==> config.mk <==
export PLATFORM = sky130hd
export DESIGN_NAME = cdc_regport
export DESIGN_NICKNAME = d
export VERILOG_FILES = /design/src/rtl/cdc_regport_pkg.sv /design/src/rtl/cdc_idx_seq.sv /design/src/rtl/cdc_reg_bank.sv /design/src/rtl/cdc_read_mux.sv /design/src/rtl/cdc_regport.sv
export SDC_FILE = /design/constraint.sdc
export NUM_CORES = 1
export LEC_CHECK = 0
export ABC_AREA = 1
export BUFFER_PORTS_ARGS = -buffer_cell sky130_fd_sc_hd__buf_2
export CORE_MARGIN = 1
export CORE_UTILIZATION = 50
export CTS_CLUSTER_SIZE = 10
export DETAILED_ROUTE_END_ITERATION = 6
export HOLD_SLACK_MARGIN = 0.1
export PLACE_DENSITY_LB_ADDON = 0.08
export SYNTH_ARGS = -nofsm -noshare
export SYNTH_HDL_FRONTEND = slang
export SYNTH_HIERARCHICAL = 1
export SYNTH_SLANG_ARGS = --single-unit
==> constraint.sdc <==
create_clock -name clk -period 5.2 [get_ports clk]
set_input_delay 0.26 -clock clk [delete_from_list [all_inputs] [get_ports clk]]
set_output_delay 0.26 -clock clk [all_outputs]
set_load 0.005 [all_outputs]
==> src/rtl/cdc_regport_pkg.sv <==
package cdc_regport_pkg;
   localparam int IDX_NONE       = 0;
   localparam int IDX_IFSTS      = 1;
   localparam int IDX_CNT_LO     = 2;
   localparam int IDX_CNT_HI     = 3;
   localparam int IDX_CFG_FIRST  = 4;
   localparam int CFG_N          = 11;
   localparam int IDX_DEC_CTRL   = 10;
   localparam int IDX_STAT_FIRST = 12;
   localparam int STAT_N         = 4;
   localparam int IDX_RESET      = 15;
   localparam int IDX_PARK       = 16;

   typedef enum logic [1:0] {
      OP_NONE = 2'd0,
      OP_IDX  = 2'd1,
      OP_WR   = 2'd2,
      OP_RD   = 2'd3
   } host_op_e;
endpackage

==> src/rtl/cdc_idx_seq.sv <==
module cdc_idx_seq
   import cdc_regport_pkg::*;
#(
   parameter int IDX_W = 5
) (
   input  logic             clk,
   input  logic             rst_n,
   input  host_op_e         op,
   input  logic [IDX_W-1:0] idx_load,
   output logic [IDX_W-1:0] cur_idx
);
   logic [IDX_W-1:0] nxt_idx;
   logic [IDX_W-1:0] inc_idx;

   assign inc_idx = cur_idx + IDX_W'(1);

   always_comb begin
      nxt_idx = cur_idx;
      unique case (op)
         OP_IDX: nxt_idx = idx_load;
         OP_WR: begin
            if (cur_idx == IDX_W'(IDX_NONE))
               nxt_idx = cur_idx;
            else if (cur_idx == IDX_W'(IDX_CNT_HI))
               nxt_idx = IDX_W'(IDX_CFG_FIRST);
            else if (cur_idx == IDX_W'(IDX_RESET))
               nxt_idx = IDX_W'(IDX_PARK);
            else
               nxt_idx = inc_idx;
         end
         OP_RD: begin
            if (cur_idx == IDX_W'(IDX_NONE))
               nxt_idx = cur_idx;
            else if (cur_idx == IDX_W'(IDX_IFSTS))
               nxt_idx = IDX_W'(IDX_CNT_LO);
            else if (cur_idx == IDX_W'(IDX_STAT_FIRST + STAT_N - 1))
               nxt_idx = IDX_W'(IDX_PARK);
            else
               nxt_idx = inc_idx;
         end
         default: nxt_idx = cur_idx;
      endcase
   end

   always_ff @(posedge clk or negedge rst_n) begin
      if (!rst_n)
         cur_idx <= '0;
      else
         cur_idx <= nxt_idx;
   end
endmodule

==> src/rtl/cdc_reg_bank.sv <==
module cdc_reg_bank
   import cdc_regport_pkg::*;
#(
   parameter int IDX_W     = 5,
   parameter int DATA_W    = 8,
   parameter int CNT_W     = 12,
   parameter int DECEN_BIT = 7
) (
   input  logic                     clk,
   input  logic                     rst_n,
   input  host_op_e                 op,
   input  logic [IDX_W-1:0]         cur_idx,
   input  logic [DATA_W-1:0]        wdata,
   input  logic                     ev_decode,
   input  logic                     ev_xfer_end,
   output logic [DATA_W-1:0]        ifctl,
   output logic [DATA_W-1:0]        ifsts,
   output logic [CNT_W-1:0]         byte_cnt,
   output logic [CFG_N*DATA_W-1:0]  cfg_flat
);
   localparam int HI_W = CNT_W - DATA_W;

   logic wr_op;
   logic soft_rst;
   logic dec_off_wr;

   assign wr_op      = (op == OP_WR);
   assign soft_rst   = wr_op && (cur_idx == IDX_W'(IDX_RESET));
   assign dec_off_wr = wr_op && (cur_idx == IDX_W'(IDX_DEC_CTRL)) && !wdata[DECEN_BIT];

   always_ff @(posedge clk or negedge rst_n) begin
      if (!rst_n)
         ifctl <= '0;
      else if (soft_rst)
         ifctl <= '0;
      else if (wr_op && cur_idx == IDX_W'(IDX_IFSTS))
         ifctl <= wdata;
   end

   always_ff @(posedge clk or negedge rst_n) begin
      if (!rst_n) begin
         ifsts <= '1;
      end else if (soft_rst) begin
         ifsts <= '1;
      end else begin
         if (ev_decode)
            ifsts[0] <= 1'b0;
         if (ev_xfer_end)
            ifsts[1] <= 1'b0;
         if (dec_off_wr)
            ifsts[0] <= 1'b1;
      end
   end

   always_ff @(posedge clk or negedge rst_n) begin
      if (!rst_n) begin
         byte_cnt <= '0;
      end else if (soft_rst) begin
         byte_cnt <= '0;
      end else if (wr_op && cur_idx == IDX_W'(IDX_CNT_LO)) begin
         byte_cnt[DATA_W-1:0] <= wdata;
      end else if (wr_op && cur_idx == IDX_W'(IDX_CNT_HI)) begin
         byte_cnt[CNT_W-1:DATA_W] <= wdata[HI_W-1:0];
      end
   end

   for (genvar k = 0; k < CFG_N; k++) begin : g_cfg
      logic [DATA_W-1:0] cfg_q;
      always_ff @(posedge clk or negedge rst_n) begin
         if (!rst_n)
            cfg_q <= '0;
         else if (soft_rst)
            cfg_q <= '0;
         else if (wr_op && cur_idx == IDX_W'(IDX_CFG_FIRST + k))
            cfg_q <= wdata;
      end
      assign cfg_flat[k*DATA_W +: DATA_W] = cfg_q;
   end
endmodule

==> src/rtl/cdc_read_mux.sv <==
module cdc_read_mux
   import cdc_regport_pkg::*;
#(
   parameter int IDX_W        = 5,
   parameter int DATA_W       = 8,
   parameter int CNT_W        = 12,
   parameter bit HI_FILL_ONES = 1'b1
) (
   input  logic                      clk,
   input  logic                      rst_n,
   input  host_op_e                  op,
   input  logic [IDX_W-1:0]          cur_idx,
   input  logic [DATA_W-1:0]         ifsts,
   input  logic [CNT_W-1:0]          byte_cnt,
   input  logic [STAT_N*DATA_W-1:0]  dec_status,
   output logic [DATA_W-1:0]         rdata
);
   localparam int HI_W  = CNT_W - DATA_W;
   localparam int PAD_W = DATA_W - HI_W;

   logic [DATA_W-1:0] cnt_hi_rd;
   logic [DATA_W-1:0] sel;

   if (HI_FILL_ONES) begin : g_fill_one
      assign cnt_hi_rd = {{PAD_W{1'b1}}, byte_cnt[CNT_W-1:DATA_W]};
   end else begin : g_fill_zero
      assign cnt_hi_rd = {{PAD_W{1'b0}}, byte_cnt[CNT_W-1:DATA_W]};
   end

   always_comb begin
      sel = '1;
      if (cur_idx == IDX_W'(IDX_IFSTS))
         sel = ifsts;
      else if (cur_idx == IDX_W'(IDX_CNT_LO))
         sel = byte_cnt[DATA_W-1:0];
      else if (cur_idx == IDX_W'(IDX_CNT_HI))
         sel = cnt_hi_rd;
      for (int k = 0; k < STAT_N; k++) begin
         if (cur_idx == IDX_W'(IDX_STAT_FIRST + k))
            sel = dec_status[k*DATA_W +: DATA_W];
      end
   end

   always_ff @(posedge clk or negedge rst_n) begin
      if (!rst_n)
         rdata <= '1;
      else if (op == OP_RD)
         rdata <= sel;
   end
endmodule

==> src/rtl/cdc_regport.sv <==
module cdc_regport
   import cdc_regport_pkg::*;
#(
   parameter int IDX_W        = 5,
   parameter int DATA_W       = 8,
   parameter int CNT_W        = 12,
   parameter int DECEN_BIT    = 7,
   parameter bit HI_FILL_ONES = 1'b1
) (
   input  logic                      clk,
   input  logic                      rst_n,
   input  logic                      idx_we,
   input  logic                      dat_we,
   input  logic                      dat_re,
   input  logic [DATA_W-1:0]         host_wdata,
   input  logic [STAT_N*DATA_W-1:0]  dec_status,
   input  logic                      ev_decode,
   input  logic                      ev_xfer_end,
   output logic [DATA_W-1:0]         rdata,
   output logic [IDX_W-1:0]          cur_idx,
   output logic [DATA_W-1:0]         ifctl,
   output logic [DATA_W-1:0]         ifsts,
   output logic [CNT_W-1:0]          byte_cnt,
   output logic [CFG_N*DATA_W-1:0]   cfg_regs,
   output logic [1:0]                irq_pend
);
   if (IDX_W < 5 || IDX_W >= DATA_W) begin : g_bad_idx
      $error("cdc_regport: IDX_W must be at least 5 and below DATA_W");
   end
   if (DATA_W < 8) begin : g_bad_data
      $error("cdc_regport: DATA_W must be at least 8");
   end
   if (CNT_W <= DATA_W || CNT_W >= 2*DATA_W) begin : g_bad_cnt
      $error("cdc_regport: CNT_W must lie strictly between DATA_W and 2*DATA_W");
   end
   if (DECEN_BIT >= DATA_W) begin : g_bad_decen
      $error("cdc_regport: DECEN_BIT outside data width");
   end

   host_op_e op;

   always_comb begin
      if (idx_we)
         op = OP_IDX;
      else if (dat_we)
         op = OP_WR;
      else if (dat_re)
         op = OP_RD;
      else
         op = OP_NONE;
   end

   cdc_idx_seq #(.IDX_W(IDX_W)) i_idx_seq (
      .clk      (clk),
      .rst_n    (rst_n),
      .op       (op),
      .idx_load (host_wdata[IDX_W-1:0]),
      .cur_idx  (cur_idx)
   );

   cdc_reg_bank #(
      .IDX_W     (IDX_W),
      .DATA_W    (DATA_W),
      .CNT_W     (CNT_W),
      .DECEN_BIT (DECEN_BIT)
   ) i_reg_bank (
      .clk         (clk),
      .rst_n       (rst_n),
      .op          (op),
      .cur_idx     (cur_idx),
      .wdata       (host_wdata),
      .ev_decode   (ev_decode),
      .ev_xfer_end (ev_xfer_end),
      .ifctl       (ifctl),
      .ifsts       (ifsts),
      .byte_cnt    (byte_cnt),
      .cfg_flat    (cfg_regs)
   );

   cdc_read_mux #(
      .IDX_W        (IDX_W),
      .DATA_W       (DATA_W),
      .CNT_W        (CNT_W),
      .HI_FILL_ONES (HI_FILL_ONES)
   ) i_read_mux (
      .clk        (clk),
      .rst_n      (rst_n),
      .op         (op),
      .cur_idx    (cur_idx),
      .ifsts      (ifsts),
      .byte_cnt   (byte_cnt),
      .dec_status (dec_status),
      .rdata      (rdata)
   );

   assign irq_pend = ~ifsts[1:0] & ifctl[1:0];
endmodule

## Word level (Yosys, flattened, before mapping)

Cells that the tools add are included.

- Equal/unequal tests: 21
- Reductions and logical operators: 37
- Add/subtract/negate cells: 1
- Multiplexer cells: 48
- Bitwise logic cells: 2

Operator list:

| operator | count |
|---|---|
| $mux 8 | 31 |
| $eq 5x4->1 const B | 8 |
| $reduce_bool 2->1 | 15 |
| $mux 5 | 5 |
| $eq 5x3->1 const B | 4 |
| $logic_and 1x1->1 | 16 |
| $pmux 5 s3 | 1 |
| $mux 12 | 1 |
| $mux 4 | 3 |
| $eq 5x2->1 const B | 2 |
| $mux 2 | 4 |
| $reduce_bool 3->1 | 2 |
| $add 5x1->5 const B | 1 |
| $eq 5x1->1 const B | 1 |
| $logic_not 5->1 | 1 |
| $eq 2x2->1 const B | 2 |
| $ne 2x2->1 const B | 2 |
| $mux 1 | 3 |
| $reduce_and 3->1 | 1 |
| $and 2x2->2 | 1 |
| $eq 2x1->1 const B | 1 |
| $ne 2x1->1 const B | 1 |
| $not 2->2 | 1 |
| $reduce_and 2->1 | 1 |
| $logic_not 1->1 | 1 |

- Output and inout port bits: 131
- Input bits: 47
- Bits in registers: 123
- Word-level logic and storage cells: 127

## Logic depth before layout (Yosys ltp)

- Depth after elaboration: 8
- Gate-level depth with buffers: 11
- Gate-level depth less buffers: 11

## Cells and area by module

Netlist, hierarchy kept.

By module, submodules not included:

| module | cells each | instances | sequential area each (sq um) | area an instance (sq um) |
|---|---|---|---|---|
| cdc_reg_bank | 551 | 1 | 2,755.1 | 4,777.1 |
| cdc_read_mux | 171 | 1 | 210.2 | 933.4 |
| cdc_idx_seq | 86 | 1 | 125.1 | 528.0 |
| cdc_regport | 10 | 1 | 0.0 | 37.5 |

## Worst setup path before layout

OpenSTA, ideal clock, no wires.

- Path kind: register -> register
- From: reg i_idx_seq.cur_idx[1]
- To: reg i_idx_seq.cur_idx[2]
- Library setup time: 0.118 ns
- Data required time: 5.082 ns
- Period minus slack after synthesis: 1.788 ns
- Path slack: 3.412 ns
- Path buffers: 0
- Cell stages (with the launch flop): 12
- Arrival: 1.670 ns
- Cells stage by stage: dfrtp_1 > ha_1 > nand2_1 > nor2_1 > ha_1 > inv_1 > nand3_1 > nand2_1 > nand2_1 > nand2_2 > nor2_1 > nor2_1

- Cells in the longest elaborated chain, start to end: 5
- Elaborated cells on any way between the ends: 14
- Those cells by class: add/sub (1); eq/ne (5); mux (6); reduce/logical (2)

RTL lines:

| item | line | text |
|---|---|---|
| start: declaration | cdc_idx_seq.sv:10 | `output logic [IDX_W-1:0] cur_idx` |
| start signal: assignment | cdc_idx_seq.sv:49 | `cur_idx <= nxt_idx;` |
| $add 5x1->5 / $eq 5x4->1 (equally long branches) | cdc_idx_seq.sv:15, cdc_idx_seq.sv:26, cdc_idx_seq.sv:36 |  |
| $mux 5 | cdc_idx_seq.sv:26, cdc_idx_seq.sv:36 |  |
| $mux 5, on equally long branches | cdc_idx_seq.sv:34, cdc_idx_seq.sv:24 |  |
| $mux 5, on equally long branches | cdc_idx_seq.sv:32, cdc_idx_seq.sv:22 |  |
| $pmux 5 s3 | cdc_idx_seq.sv:19 | `unique case (op)` |

Several ways; a longest one is shown, not always the timed one. The select of a mux whose other input is x is not followed.
A chain may end at the register's enable or synchronous reset.

## Worst setup path in the final report

- From: in dat_re
- To: reg i_reg_bank.g_cfg[0].cfg_q[0]

- Cells in the longest elaborated chain, start to end: 6
- Elaborated cells on any way between the ends: 8
- Those cells by class: eq/ne (1); mux (4); reduce/logical (3)

RTL lines:

| item | line | text |
|---|---|---|
| start: declaration | cdc_regport.sv:14 | `input logic dat_re,` |
| $mux 2 * | cdc_regport.sv:47 | `else if (dat_re)` |
| $mux 2 * | cdc_regport.sv:45 | `else if (dat_we)` |
| $mux 2 * | cdc_regport.sv:43 | `if (idx_we)` |
| net op[1] | cdc_regport.sv:40 | `host_op_e op;` |
| $eq 2x2->1 * | cdc_reg_bank.sv:27 | `assign wr_op = (op == OP_WR);` |
| $logic_and 1x1->1, on equally long branches | cdc_reg_bank.sv:28, cdc_reg_bank.sv:74 |  |
| $mux 8 / $reduce_bool 2->1 (equally long branches) | - |  |
| end signal: assignment | cdc_reg_bank.sv:75 | `cfg_q <= wdata;` |
| end: declaration | cdc_reg_bank.sv:68 | `logic [DATA_W-1:0] cfg_q;` |

Mark *: on every way through the listed nets, which the timed path passes. The rest lies on a longest branch.

==> flow_summary.toml <==
[outcome]
run_status = "completed"

[detailed_routing]
vias = 6206
vias_per_cell = 5.350
drt_iter0_drc = 483
routed_wire_length_per_instance_um = 15.73
antenna_left = 0
firstDrtPassIters = 5
drcViolationCount = 0
totalWireLength_um = 18240

[yosys]
synth.largest_area_cell = "dfrtp_1"
yosys_most_used_dff = "dfrtp_1"
yosysUniqueCellTypes = 26
netlist.area_leader.share_pct = 45.06
synth.ff_latch_count = 123
synth_mux_area_share_pct = 0
synthSimpleGateAreaFrac_pct = 40.39
avgSynthCellArea_um2 = 7.672
synth_top_family_by_area = "simple AND/OR/NAND/NOR gates"
synthCells = 818
synth-edff-count = 0
synth_area_leaders = "dfrtp_1 (45%), nand2_1 (15%), nand3_1 (13%)"
post_synth_fa_ha_maj_area_fraction_pct = 0.7974
synth-xor-area-share_pct = 0
async_flop_share_pct = 100.0
syn-cell-area_um2 = 6276
synth.yosys.seq_area_share_pct = 49.24
yosysWarningCount = 6
synth-compound-area-share_pct = 1.256

[sta]
max_clock_freq_mhz = 384.2
final_hold_viol_count = 0
actual_transition_at_the_worst_max_transition_pin_ns = 1.141
setup_tns_ns = 0
slew-limit-headroom_pct = 23.88
post-route-period-util_pct = 50.05
drv_slew = 0
finalSetupViolCount = 0
period_minus_slack_ns = 2.603
grt_setup_unrepaired = "no"
holdWs_ns = 0.1443
finalWorstSetupSlack_ns = 2.597
clock_skew_ns = 0.009057

[placed_design]
place.detailed.hpwl_um = 11960
port_buffers = 171
gpl.final_weighted_congestion = 0.8551
place_worst_setup_slack_ns = 2.343

[die]
die_y_um = 114.0
placeableCoreArea_um2 = 12110
ios = 178
initial_core_util_pct = 51.82
die_width_um = 114.0
std_cell_rows = 40
die_area_um2 = 13000

[finish]
syn_to_final_growth_pct = 24.16
final_net_count = 1030
insertedDiodeCount = 0
final_layout_size_suffix_gt1_share_pct = 24.19

[clock_network]
cts-root-to-sink-buffers = 2
numClockSinks = 123
worst_skew_late_latency_ns = 0.42
cts_buffers = 17
post-cts-setup-buffer-count = 0
worst_setup_hold_path_clk_slew_ns = 0.06
tritoncts_clock_tree = "done"
htreeDepth = 4
clk_root_buffer_cell = "clkbuf_16"

[grt]
antenna_violations_before_repair = 0
grtUsageTotal_pct = 29.14
globalRouteOverflowTotal = 0
grt_pass1_wl_um = 29040
pin_count_of_the_biggest_net_entering_global_routing = 116
grt_pass1_vias = 5567

[job]
maxCapViolations = 0

[power]
p_leak_nw = 4.564
power-per-cell-area_nw_per_um2 = 448.9
fin_total_pwr_mw = 3.498
power.ir.vdd_worst_v = 0.0002371

[critical_path]
type_of_origin_of_the_critical_path = "primary input"
worst-endpoint-arrival_ns = 2.90
crit_fanout = 115
endpoint_kind = "flip-flop"
crit_type = "in2reg"
required_ns = 5.49

[worst_hold_path]
worstHoldPathType = "in2reg"
[worst paths after layout]
path / end / depth (start not counted) / from / slack, ns
hold / removal: i_read_mux/rdata[2] / 5 / dec_status[10] / 0.14
min in group asynchronous: i_reg_bank/g_cfg[10].cfg_q[1] / 2 / rst_n / 0.46
setup reg to reg: i_reg_bank/g_cfg[4].cfg_q[6] / 5 / i_idx_seq/cur_idx[2] / 2.73
max in group asynchronous: i_reg_bank/byte_cnt[3] / 3 / rst_n / 3.39
setup / recovery: i_reg_bank/g_cfg[0].cfg_q[0] / 9 / dat_re / 2.60
hold reg to reg: i_reg_bank/g_cfg[8].cfg_q[6] / 2 / i_reg_bank/g_cfg[8].cfg_q[6] / 0.46
[layout by cell type (no fill, tap or decap)]
| master | Yosys | routed |
|---|---|---|
| bufinv_16 | 0 | 2 |
| nor2_2 | 5 | 6 |
| nand3_1 | 163 | 163 |
| inv_2 | 7 | 7 |
| a211o_1 | 1 | 1 |
| dlygate4sd3_1 | 0 | 3 |
| nand3_4 | 0 | 1 |
| or2_1 | 1 | 1 |
| inv_1 | 76 | 76 |
| o21ai_1 | 8 | 8 |
| clkbuf_1 | 13 | 3 |
| nand2_2 | 2 | 2 |
| dfrtp_1 | 113 | 113 |
| nor2_4 | 3 | 3 |
| clkbuf_16 | 0 | 17 |
| o21ai_0 | 4 | 4 |
| clkinvlp_4 | 0 | 3 |
| nand2_1 | 251 | 251 |
| buf_2 | 18 | 170 |
| clkinv_4 | 0 | 2 |
| conb_1 | 1 | 6 |
| nand2_4 | 1 | 1 |
| nor2_1 | 48 | 47 |
| nor3_2 | 3 | 3 |
| nand4_1 | 69 | 69 |
| clkinv_1 | 1 | 1 |
| buf_4 | 7 | 5 |
| ha_1 | 4 | 4 |
| nand3_2 | 4 | 3 |
| dfstp_2 | 10 | 10 |
| clkinv_2 | 0 | 5 |
| a21oi_1 | 2 | 2 |
[cells in the mapped netlist (4+ instances only)]
cell type and number:
nand2_1 251, nand3_1 163, dfrtp_1 113, inv_1 76
nand4_1 69, nor2_1 48, buf_2 18, clkbuf_1 13
dfstp_2 10, o21ai_1 8, buf_4 7, inv_2 7
nor2_2 5, ha_1 4, nand3_2 4, o21ai_0 4
[cells by family after synthesis]
group,count (synthesis)
adders and majority gates,4
buffers and inverters,125
other,1
AOI/OAI and AO/OA,15
and+or+nand+nor,550
DFF,123
[metal layers]
layer	vias to the layer above	share of wire (%)	track usage, %
li1	3009	-	-
met1	2951	44	40.27
met2	224	48	45.98
met3	22	6.6	6.589
met4	0	1.3	8.745
met5	-	0	0
[registers in the layout, summed over array words and instances, names as in the netlist]
register and flops:
i_idx_seq/cur_idx 5, i_reg_bank/byte_cnt 12, i_read_mux/rdata 8, i_reg_bank/ifsts 2, i_reg_bank/ifctl 8, i_reg_bank/g_cfg.cfg_q 88
[what timing repair did]
item	in CTS	in global routing
hold endpoints to repair	51	0
gates resized for setup	0	0
hold buffers	3	0
[area by class of cell]
type                    count  area [um^2]
flip-flops and latches    123         3090
well taps                 168        210.2
multi-input cells         575         2696
clock buffers              20        436.7
clock inverters            12        125.1
fillers                  1139         4319
inverters                  84        315.3
repair buffers            178        918.4
[power breakdown]
part,switching [mW],internal (mW)
Clock,0.427,0.700
Combinational,0.525,0.397
Sequential,0.202,1.25
Total,1.15,2.34
[through the flow]
stage                     std cells  instance area, um^2  utilization, %
after CTS                      1160                 7792           64.34
after detailed placement       1125                 7201           59.45
final                          1160                 7792           64.34
after global placement         1125                 7201           59.45
after global routing           1160                 7792           64.34
after floorplan                 823                 6295               -
[worst max-delay path: stages]
cell and delay [ns]:
buf_2 0.09, nor2_1 0.04, nor2_1 0.62, inv_2 0.06, nor2_2 0.88, nand3_4 0.09
buf_4 0.44, nand3_1 0.23, nand2_1 0.10
Note: power is estimated with default switching activity, not from simulation.
